==> src/rtl/pls_spread_pkg.sv <==
package pls_spread_pkg;

  typedef struct packed {
    logic p_act;
    logic p_rea;
  } pls_pair_t;

  // Release period in tick pulses for a given spacing setting.
  function automatic logic [31:0] span_ticks(input logic [31:0] setting,
                                             input int unsigned mul);
    return setting * mul;
  endfunction

  // Pin level from a held sign bit and the polarity select.
  function automatic logic pin_level(input logic sign_bit, input logic inv);
    return sign_bit ^ ~inv;
  endfunction

endpackage

==> src/rtl/pls_tick_timer.sv <==
module pls_tick_timer
  import pls_spread_pkg::*;
#(
  parameter int IW       = 8,
  parameter int TICK_MUL = 4
) (
  input  logic          clk,
  input  logic          rst_n,
  input  logic          restart,
  input  logic          tick_en,
  input  logic [IW-1:0] setting,
  output logic          update_evt,
  output logic          bypass
);
  localparam int CW = IW + $clog2(TICK_MUL) + 1;

  logic [CW-1:0] cnt;
  logic [31:0]   span;
  logic          at_end;

  assign bypass     = (setting == '0);
  assign span       = span_ticks(32'(setting), TICK_MUL);
  assign at_end     = (32'(cnt) >= (span - 32'd1));
  assign update_evt = tick_en && !restart && !bypass && at_end;

  always_ff @(posedge clk or negedge rst_n) begin
    if (!rst_n)                  cnt <= '0;
    else if (restart)            cnt <= '0;
    else if (tick_en && !bypass) cnt <= at_end ? '0 : cnt + 1'b1;
  end


  cnt_idle_chk: assert property (@(posedge clk) disable iff (!rst_n)
    (!tick_en && !restart) |=> $stable(cnt));


  cnt_restart_chk: assert property (@(posedge clk) disable iff (!rst_n)
    restart |=> (cnt == '0));

endmodule

==> src/rtl/pls_fifo.sv <==
module pls_fifo
  import pls_spread_pkg::*;
#(
  parameter int DEPTH = 8
) (
  input  logic      clk,
  input  logic      rst_n,
  input  logic      clr,
  input  logic      push,
  input  logic      pop,
  input  pls_pair_t wdata,
  output pls_pair_t rdata,
  output logic      empty,
  output logic      full,
  output logic      drop
);
  localparam int AW   = (DEPTH > 1) ? $clog2(DEPTH) : 1;
  localparam int CNTW = AW + 1;

  pls_pair_t        mem [DEPTH];
  logic [AW-1:0]    wp, rp;
  logic [CNTW-1:0]  fill;
  logic             do_pop, do_push;
  logic [DEPTH-1:0] we;

  function automatic logic [AW-1:0] wrap_inc(input logic [AW-1:0] p);
    return (p == AW'(DEPTH - 1)) ? '0 : p + 1'b1;
  endfunction

  assign empty   = (fill == '0);
  assign full    = (fill == CNTW'(DEPTH));
  assign do_pop  = pop && !empty && !clr;
  assign do_push = push && !clr && (!full || do_pop);
  assign drop    = push && !clr && full && !do_pop;
  assign rdata   = mem[rp];

  generate
    for (genvar i = 0; i < DEPTH; i++) begin : g_entry
      assign we[i] = clr ? (push && (i == 0)) : (do_push && (wp == AW'(i)));
      always_ff @(posedge clk or negedge rst_n) begin
        if (!rst_n)     mem[i] <= '0;
        else if (we[i]) mem[i] <= wdata;
      end
    end
  endgenerate

  always_ff @(posedge clk or negedge rst_n) begin
    if (!rst_n) begin
      wp   <= '0;
      rp   <= '0;
      fill <= '0;
    end else if (clr) begin
      rp   <= '0;
      wp   <= push ? AW'(1) : '0;
      fill <= push ? CNTW'(1) : '0;
    end else begin
      if (do_push) wp <= wrap_inc(wp);
      if (do_pop)  rp <= wrap_inc(rp);
      fill <= fill + CNTW'(do_push) - CNTW'(do_pop);
    end
  end


  fill_bound_chk: assert property (@(posedge clk) disable iff (!rst_n)
    fill <= CNTW'(DEPTH));


  drop_keeps_full_chk: assert property (@(posedge clk) disable iff (!rst_n)
    drop |=> full);


  clear_empties_chk: assert property (@(posedge clk) disable iff (!rst_n)
    (clr && !push) |=> empty);

endmodule

==> src/rtl/pls_pin_stage.sv <==
module pls_pin_stage
  import pls_spread_pkg::*;
(
  input  logic      clk,
  input  logic      rst_n,
  input  logic      load,
  input  pls_pair_t ldata,
  input  logic      invert,
  output pls_pair_t held,
  output logic      pin_act,
  output logic      pin_rea
);
  always_ff @(posedge clk or negedge rst_n) begin
    if (!rst_n)    held <= '0;
    else if (load) held <= ldata;
  end

  assign pin_act = pin_level(held.p_act, invert);
  assign pin_rea = pin_level(held.p_rea, invert);


  hold_when_idle_chk: assert property (@(posedge clk) disable iff (!rst_n)
    !load |=> $stable(held));


  pair_load_chk: assert property (@(posedge clk) disable iff (!rst_n)
    load |=> (held == $past(ldata)));

endmodule

==> src/rtl/pls_spread_top.sv <==
module pls_spread_top
  import pls_spread_pkg::*;
#(
  parameter int DEPTH    = 8,
  parameter int IW       = 8,
  parameter int TICK_MUL = 4
) (
  input  logic          clk,
  input  logic          rst_n,
  input  logic          frame_start,
  input  logic          fir_tick,
  input  logic [IW-1:0] interval,
  input  logic          invert,
  input  logic          wr_en,
  input  logic          wr_act,
  input  logic          wr_rea,
  output logic          pulse_act,
  output logic          pulse_rea,
  output logic          overflow
);
  // Named internal events, visible to the assertions.
  logic      update_evt;
  logic      bypass;
  logic      q_empty, q_full, q_drop;
  logic      pin_load;
  pls_pair_t wr_pair, q_head, pin_data, held;

  assign wr_pair  = '{p_act: wr_act, p_rea: wr_rea};
  assign pin_load = bypass ? wr_en : (update_evt && !q_empty);
  assign pin_data = bypass ? wr_pair : q_head;

  pls_tick_timer #(.IW(IW), .TICK_MUL(TICK_MUL)) u_timer (
    .clk        (clk),
    .rst_n      (rst_n),
    .restart    (frame_start),
    .tick_en    (fir_tick),
    .setting    (interval),
    .update_evt (update_evt),
    .bypass     (bypass)
  );

  pls_fifo #(.DEPTH(DEPTH)) u_fifo (
    .clk   (clk),
    .rst_n (rst_n),
    .clr   (frame_start),
    .push  (wr_en && !bypass),
    .pop   (update_evt),
    .wdata (wr_pair),
    .rdata (q_head),
    .empty (q_empty),
    .full  (q_full),
    .drop  (q_drop)
  );

  pls_pin_stage u_pins (
    .clk     (clk),
    .rst_n   (rst_n),
    .load    (pin_load),
    .ldata   (pin_data),
    .invert  (invert),
    .held    (held),
    .pin_act (pulse_act),
    .pin_rea (pulse_rea)
  );

  always_ff @(posedge clk or negedge rst_n) begin
    if (!rst_n)      overflow <= 1'b0;
    else if (q_drop) overflow <= 1'b1;
  end


  overflow_sticky_chk: assert property (@(posedge clk) disable iff (!rst_n)
    overflow |=> overflow);


  drop_flags_chk: assert property (@(posedge clk) disable iff (!rst_n)
    q_drop |=> overflow);


  bypass_write_chk: assert property (@(posedge clk) disable iff (!rst_n)
    (bypass && wr_en) |=> (held == $past(wr_pair)));


  queued_write_chk: assert property (@(posedge clk) disable iff (!rst_n)
    (!bypass && !update_evt) |=> $stable(held));

endmodule

==> config.mk <==
export PLATFORM = sky130hd
export DESIGN_NAME = pls_spread_top
export DESIGN_NICKNAME = d
export VERILOG_FILES = /design/src/rtl/pls_spread_pkg.sv /design/src/rtl/pls_tick_timer.sv /design/src/rtl/pls_fifo.sv /design/src/rtl/pls_pin_stage.sv /design/src/rtl/pls_spread_top.sv
export SDC_FILE = /design/constraint.sdc
export NUM_CORES = 1
export LEC_CHECK = 0
export BUFFER_PORTS_ARGS = -buffer_cell sky130_fd_sc_hd__buf_2
export CORE_ASPECT_RATIO = 0.7
export CORE_UTILIZATION = 60
export DETAILED_ROUTE_END_ITERATION = 6
export PLACE_DENSITY = 0.79
export SLEW_MARGIN = 30
export SYNTH_ARGS = -nofsm -noshare
export SYNTH_HDL_FRONTEND = slang
export SYNTH_SLANG_ARGS = --single-unit
==> constraint.sdc <==
create_clock -name clk -period 3.7 [get_ports clk]
set_input_delay 0.74 -clock clk [delete_from_list [all_inputs] [get_ports clk]]
set_output_delay 0.74 -clock clk [all_outputs]
set_load 0.01 [all_outputs]
==> out/qor.yml, run 1 <==
status:
  status: "finished, final reports clean"
placed_design:
  pre_cts_ws_ns: -0.0938
  port_buffers: 18
  hpwl_mm: 4.47
  place.gp.congestion: 0.843
  dpl_cell_area_sq_mm: 0.00288
clock_tree:
  cts_root_buf: "clkbuf_8"
  htree_levels: 2
  cts_tree: "yes"
  clockBufferDepth: 2
  cts.sinks: 40
  cts_buffers: 5
  clk_pin_slew_ns: 0.08
  insertion_delay_ns: 0.29
synthesis:
  synthesis.area_sq_mm: 0.00261
  syn_area_per_cell_sq_um: 10.3
  synth_cell_type_count: 46
  yosysTopAreaCellShare_pct: 38.4
  syn_nets: 295
  synth_warnings: 0
  ys_seq_area_share_pct: 38.4
  yosys.area.top_type: "dfrtp_1"
  synth_area_leaders: "dfrtp_1 (38%), ha_1 (12%), mux2_2 (6.5%), nand2_1 (3.7%), mux4_2 (3.5%)"
  ys.flop_type: "dfrtp_1"
  async_reset_ff_share_pct: 100
  synth-edff-count: 0
  syn_inst: 254
  ys_ff_latch: 40
timing:
  min_period_ns: 3.48
  fin_ws_ns: 0.216
  fin_crit_sh_pct: 94.2
  rsz0062_at_grt: "false"
  hold_viol: 0
  slew_headroom_pct: 66.3
  worst_pin_slew_ns: 0.506
  drv_slew: 0
  fin_worst_skew_ns: 0.00879
  finalSetupViolCount: 0
  timing.fmax_mhz: 287
  hold_ws_ns: 0.407
critical_path:
  cp-end-kind: "flop"
  path_max_fanout: 3
  cp-start-kind: "input port"
  crit_arrival_ns: 3.67
  path_class: "in2reg"
  required_ns: 3.88
cells_and_area:
  layout_common_cells: "dfrtp_1 (40), nand2_1 (26), ha_1 (24)"
  syn_to_final_growth_pct: 15.5
  drive_gt1_share_pct: 25.9
  fill_cells: 259
  diodes: 0
  layout_commonest_cell: "dfrtp_1"
  fin_nets: 330
  postLayoutCellArea_sq_mm: 0.00301
die:
  coreArea_sq_mm: 0.00404
  initial_utilization_pct: 64.6
  die_h_um: 57.2
  io_pins: 19
  rows: 19
  die_w_um: 80.8
  dieArea_sq_mm: 0.00462
global_routing:
  grt_pass1_vias: 2017
  gr-total-overflow: 0
  grt_start_max_net_pins: 41
  antenna_found_initial: 0
  grt_pass1_wl_mm: 10.0
  grtUsageTotal_pct: 29.1
worst_hold_path:
  hold_class: "in2async"
drt:
  num_vias: 2123
  drt-total-wl_mm: 6.00
  firstDrtPassIters: 4
  routed_via_density: 6.21
  drc: 0
  drtIter0Drc: 156
  ant_nets: 0
  routedWlPerCell_um: 17.5
pwr:
  ir_drop_mv: 0.367
  leakagePower_uw: 0.00133
  p_per_area_mw_per_mm2: 434
job:
  drv_cap: 0
==> sequential cells by signal (all words and copies together) (netlist names) <==
signal,cells
u_fifo.mem,16
u_timer.cnt,11
u_fifo.fill,4
u_fifo.rp,3
u_fifo.wp,3
u_pins.held,2
overflow,1
==> worst max-delay path: stages <==
cell and delay [ns]:
buf_2 0.13, inv_1 0.06, ha_1 0.16, or3b_4 0.39
nor3_2 0.14, xnor2_1 0.09, ha_1 0.21, a211oi_2 0.20
o211ai_1 0.15, o211ai_4 0.24, inv_6 0.05, ha_1 0.27
inv_1 0.04, ha_1 0.21, fa_1 0.39, xnor2_1 0.15
nor2_1 0.05
==> where the power goes <==
part           switching, uW  total (uW)  internal [uW]
logic                    157         327            170
clock network            162         383            221
registers               65.4         599            533
total                    385        1310            924
==> kinds of logic after synthesis <==
logic type	count (synthesis)	synth area share [%]
simple gates	76	14.0
compound gates	53	15.2
flops	40	38.4
mux	27	13.1
fa+ha+maj	25	12.3
buf+inv	22	3.41
xor+xnor	11	3.69
==> synthesized netlist by cell type (3+ instances only) <==
cell       n
mux4_2     4
o211ai_1   5
ha_1      24
nand3_1   13
dfrtp_1   40
nor4_1     3
xnor2_1   10
inv_1     15
mux2i_1    6
o21ai_0   12
a211oi_1   5
mux2_2    15
a31oi_1    6
nor2_1    17
nor3_1     4
clkbuf_1   5
nand2_1   26
a21oi_1    6
==> final timing paths <==
kind                                      from        endpoint  slack (ns)  cells after the start
worst max-delay path               interval[0]  u_fifo.fill[2]        0.22                     17
worst min-delay path                     rst_n  u_timer.cnt[5]        0.41                      1
max in group asynchronous                rst_n  u_fifo.fill[0]        2.94                      1
worst min register to register        overflow        overflow        0.47                      1
worst max register to register  u_timer.cnt[2]  u_fifo.fill[2]        0.95                     12
min in group clk                      overflow        overflow        0.47                      1
==> layout make-up <==
class	count	area (sq um)	share of cell area, %
sequential	40	1000	33.2
tap	52	65.1	2.16
clock inverter	2	38.8	1.29
inverter	16	65.1	2.16
timing repair buffer	34	213	7.06
clock buffer	6	82.6	2.74
multi-input combinational	192	1550	51.4
==> metal layers <==
layer  part of all wire (%)  global-route usage (%)
met2                     41                    40.7
met1                     50                    46.4
met3                    7.4                    5.28
met4                    1.1                    6.89
met5                      0                       0
==> metrics by stage <==
stage / util (%) / setup TNS (ns) / std cells / power [uW]
2_1_floorplan: - / 0 / 254 / 815
3_3_place_gp: 71.2 / -0.0285 / 334 / 907
3_5_place_dp: 71.2 / -0.195 / 334 / 928
4_1_cts: 74.2 / 0 / 342 / 1310
5_1_grt: 74.6 / 0 / 342 / 1380
6_report: 74.6 / 0 / 342 / 1310
==> what timing repair did <==
action | in CTS | in global routing
gates resized for setup | 0 | 2
hold endpoints to repair | 0 | 0
setup endpoints to repair | 0 | 1
hold buffers | 0 | 0
buffers inserted | 0 | 0
(Power assumes the default switching activity.)
==> run 2, diff against run 1 <==
--- a/config.mk
+++ b/config.mk
@@ -9,7 +9,8 @@
 export CORE_ASPECT_RATIO = 0.7
 export CORE_UTILIZATION = 60
 export DETAILED_ROUTE_END_ITERATION = 6
-export PLACE_DENSITY = 0.79
+export PLACE_DENSITY = 0.84
+export SKIP_LAST_GASP = 1
 export SLEW_MARGIN = 30
 export SYNTH_ARGS = -nofsm -noshare
 export SYNTH_HDL_FRONTEND = slang
==> out/qor.yml, run 2 (synthesized netlist as in run 1, its figures left out) <==
global_routing:
  grt_pass1_wl_mm: 10.4
  antenna_found_initial: 0
  grt_start_max_net_pins: 41
  gr-total-overflow: 0
  grtUsageTotal_pct: 30.1
  grt_pass1_vias: 2169
critical_path:
  r2r-end: "u_fifo.fill[1]"
  required_ns: 3.93
  cp_cell_sequence: "buf_6 -> inv_2 -> ha_4 -> or3b_4 -> nor3_4 -> xnor2_2 -> ha_2 -> a211oi_2 -> o211ai_1 -> o211ai_4 -> clkinv_4 -> ha_4 -> inv_4 -> ha_4 -> fa_2 -> nor2b_4"
  cp-end-kind: "flop"
  crit_path_top_delay_cell: "fa_2"
  rr_worst_depth: 10
  r2r_setup_slack_ns: 0.89
  path_common_cell: "ha_4"
  path_max_fanout: 3
  path_buf_inv: 4
  path_class: "in2reg"
  slowest_delay_ns: 0.53
  timing.rr.start: "u_timer.cnt[0]"
  crit_arrival_ns: 3.83
  crit_family: "adder cells"
  cp-start-kind: "input port"
pwr:
  p_per_area_mw_per_mm2: 402
  leakagePower_uw: 0.00131
  power_uw: 1230
  ir_drop_mv: 0.341
cells_and_area:
  regMostFlops: "u_fifo.mem"
  syn_to_final_growth_pct: 16.9
  diodes: 0
  fill_cells: 275
  layout_commonest_cell: "dfrtp_1"
  largest_reg_flops: 16
  layout_common_cells: "dfrtp_1 (40), nand2_1 (26), ha_1 (20)"
  fin_nets: 329
  top_regs: "u_fifo.mem: 16 flops, u_timer.cnt: 11 flops, u_fifo.fill: 4 flops"
  postLayoutCellArea_sq_mm: 0.00305
  drive_gt1_share_pct: 28.1
timing:
  drv_slew: 0
  finalSetupViolCount: 0
  min_period_ns: 3.60
  fin_crit_sh_pct: 97.3
  hold_ws_ns: 0.415
  timing.fmax_mhz: 278
  rsz0062_at_grt: "true"
  fin_ws_ns: 0.0984
  hold_viol: 0
  slew_headroom_pct: 44.0
  worst_pin_slew_ns: 0.840
  setup_tns_ns: 0
  fin_worst_skew_ns: 0.0111
drt:
  routed_via_density: 6.59
  ant_nets: 0
  num_vias: 2240
  wl_met3_um: 590
  routedWlPerCell_um: 18.9
  routed.top_layer: "met4"
  dr_wl_met2_mm: 2.91
  drtIter0Drc: 409
  wirelength_met1_mm: 2.83
  firstDrtPassIters: 5
  drc: 0
  drt-total-wl_mm: 6.44
clock_tree:
  insertion_delay_ns: 0.30
  cts.sinks: 40
  holdBufCountCts: 0
  clk_pin_slew_ns: 0.08
  htree_levels: 2
  cts_buffers: 5
  cts_tree: "yes"
  clockBufferDepth: 2
  cts_root_buf: "clkbuf_8"
die:
  coreArea_sq_mm: 0.00404
  io_pins: 19
  die_w_um: 80.8
  initial_utilization_pct: 64.6
  die_h_um: 57.2
  dieArea_sq_mm: 0.00462
  rows: 19
placed_design:
  port_buffers: 18
  dpl_cell_area_sq_mm: 0.00286
  place.gp.congestion: 0.827
  hpwl_mm: 4.64
  pre_cts_ws_ns: -0.305
job:
  drv_cap: 0
status:
  status: "finished, final reports clean"
worst_hold_path:
  hold_class: "in2async"
run 2: what timing repair did:
| item | CTS | global route |
|---|---|---|
| buffers inserted | 0 | 2 |
| hold endpoints to repair | 0 | 0 |
| resized for setup | 1 | 23 |
| setup endpoints to repair | 2 | 3 |
| pin swaps | 0 | 9 |
run 2: worst max-delay path by stage:
stage               depth (start not counted)             end  slack, ns   startpoint
finish                                     16  u_fifo.fill[1]        0.1  interval[0]
global route                               16  u_fifo.fill[1]      -0.05  interval[0]
CTS                                        17  u_fifo.fill[2]       0.06  interval[1]
detailed placement                         16  u_fifo.fill[2]      -0.30  interval[2]
global placement                           16  u_fifo.fill[2]       -0.1  interval[2]
floorplan                                  16  u_fifo.fill[2]       0.02  interval[0]
run 2: power breakdown:
group / internal, uW / switching (uW)
registers: 533 / 60.4
logic: 180 / 168
clock network: 129 / 157
total: 842 / 386
run 2: layer usage:
metal / vias up / track usage [%]
li1: 997 / -
met1: 1100 / 43.1
met2: 130 / 45.0
met3: 13 / 6.88
met4: 0 / 10.5
met5: - / 0
run 2: cell type report:
| type | count | area, sq um | area share, % |
|---|---|---|---|
| clock buffers | 6 | 72.6 | 2.38 |
| clock inverters | 1 | 5.00 | 0.164 |
| inverters | 16 | 70.1 | 2.30 |
| multi-input cells | 192 | 1620 | 53.0 |
| flip-flops and latches | 40 | 1000 | 32.8 |
| well taps | 52 | 65.1 | 2.13 |
| repair buffers | 33 | 221 | 7.26 |
run 2: through the flow:
step	std cells	utilization, %
final	340	75.5
after global routing	340	75.5
after CTS	338	72.7
after detailed placement	331	70.7
after global placement	331	70.7
after floorplan	254	-
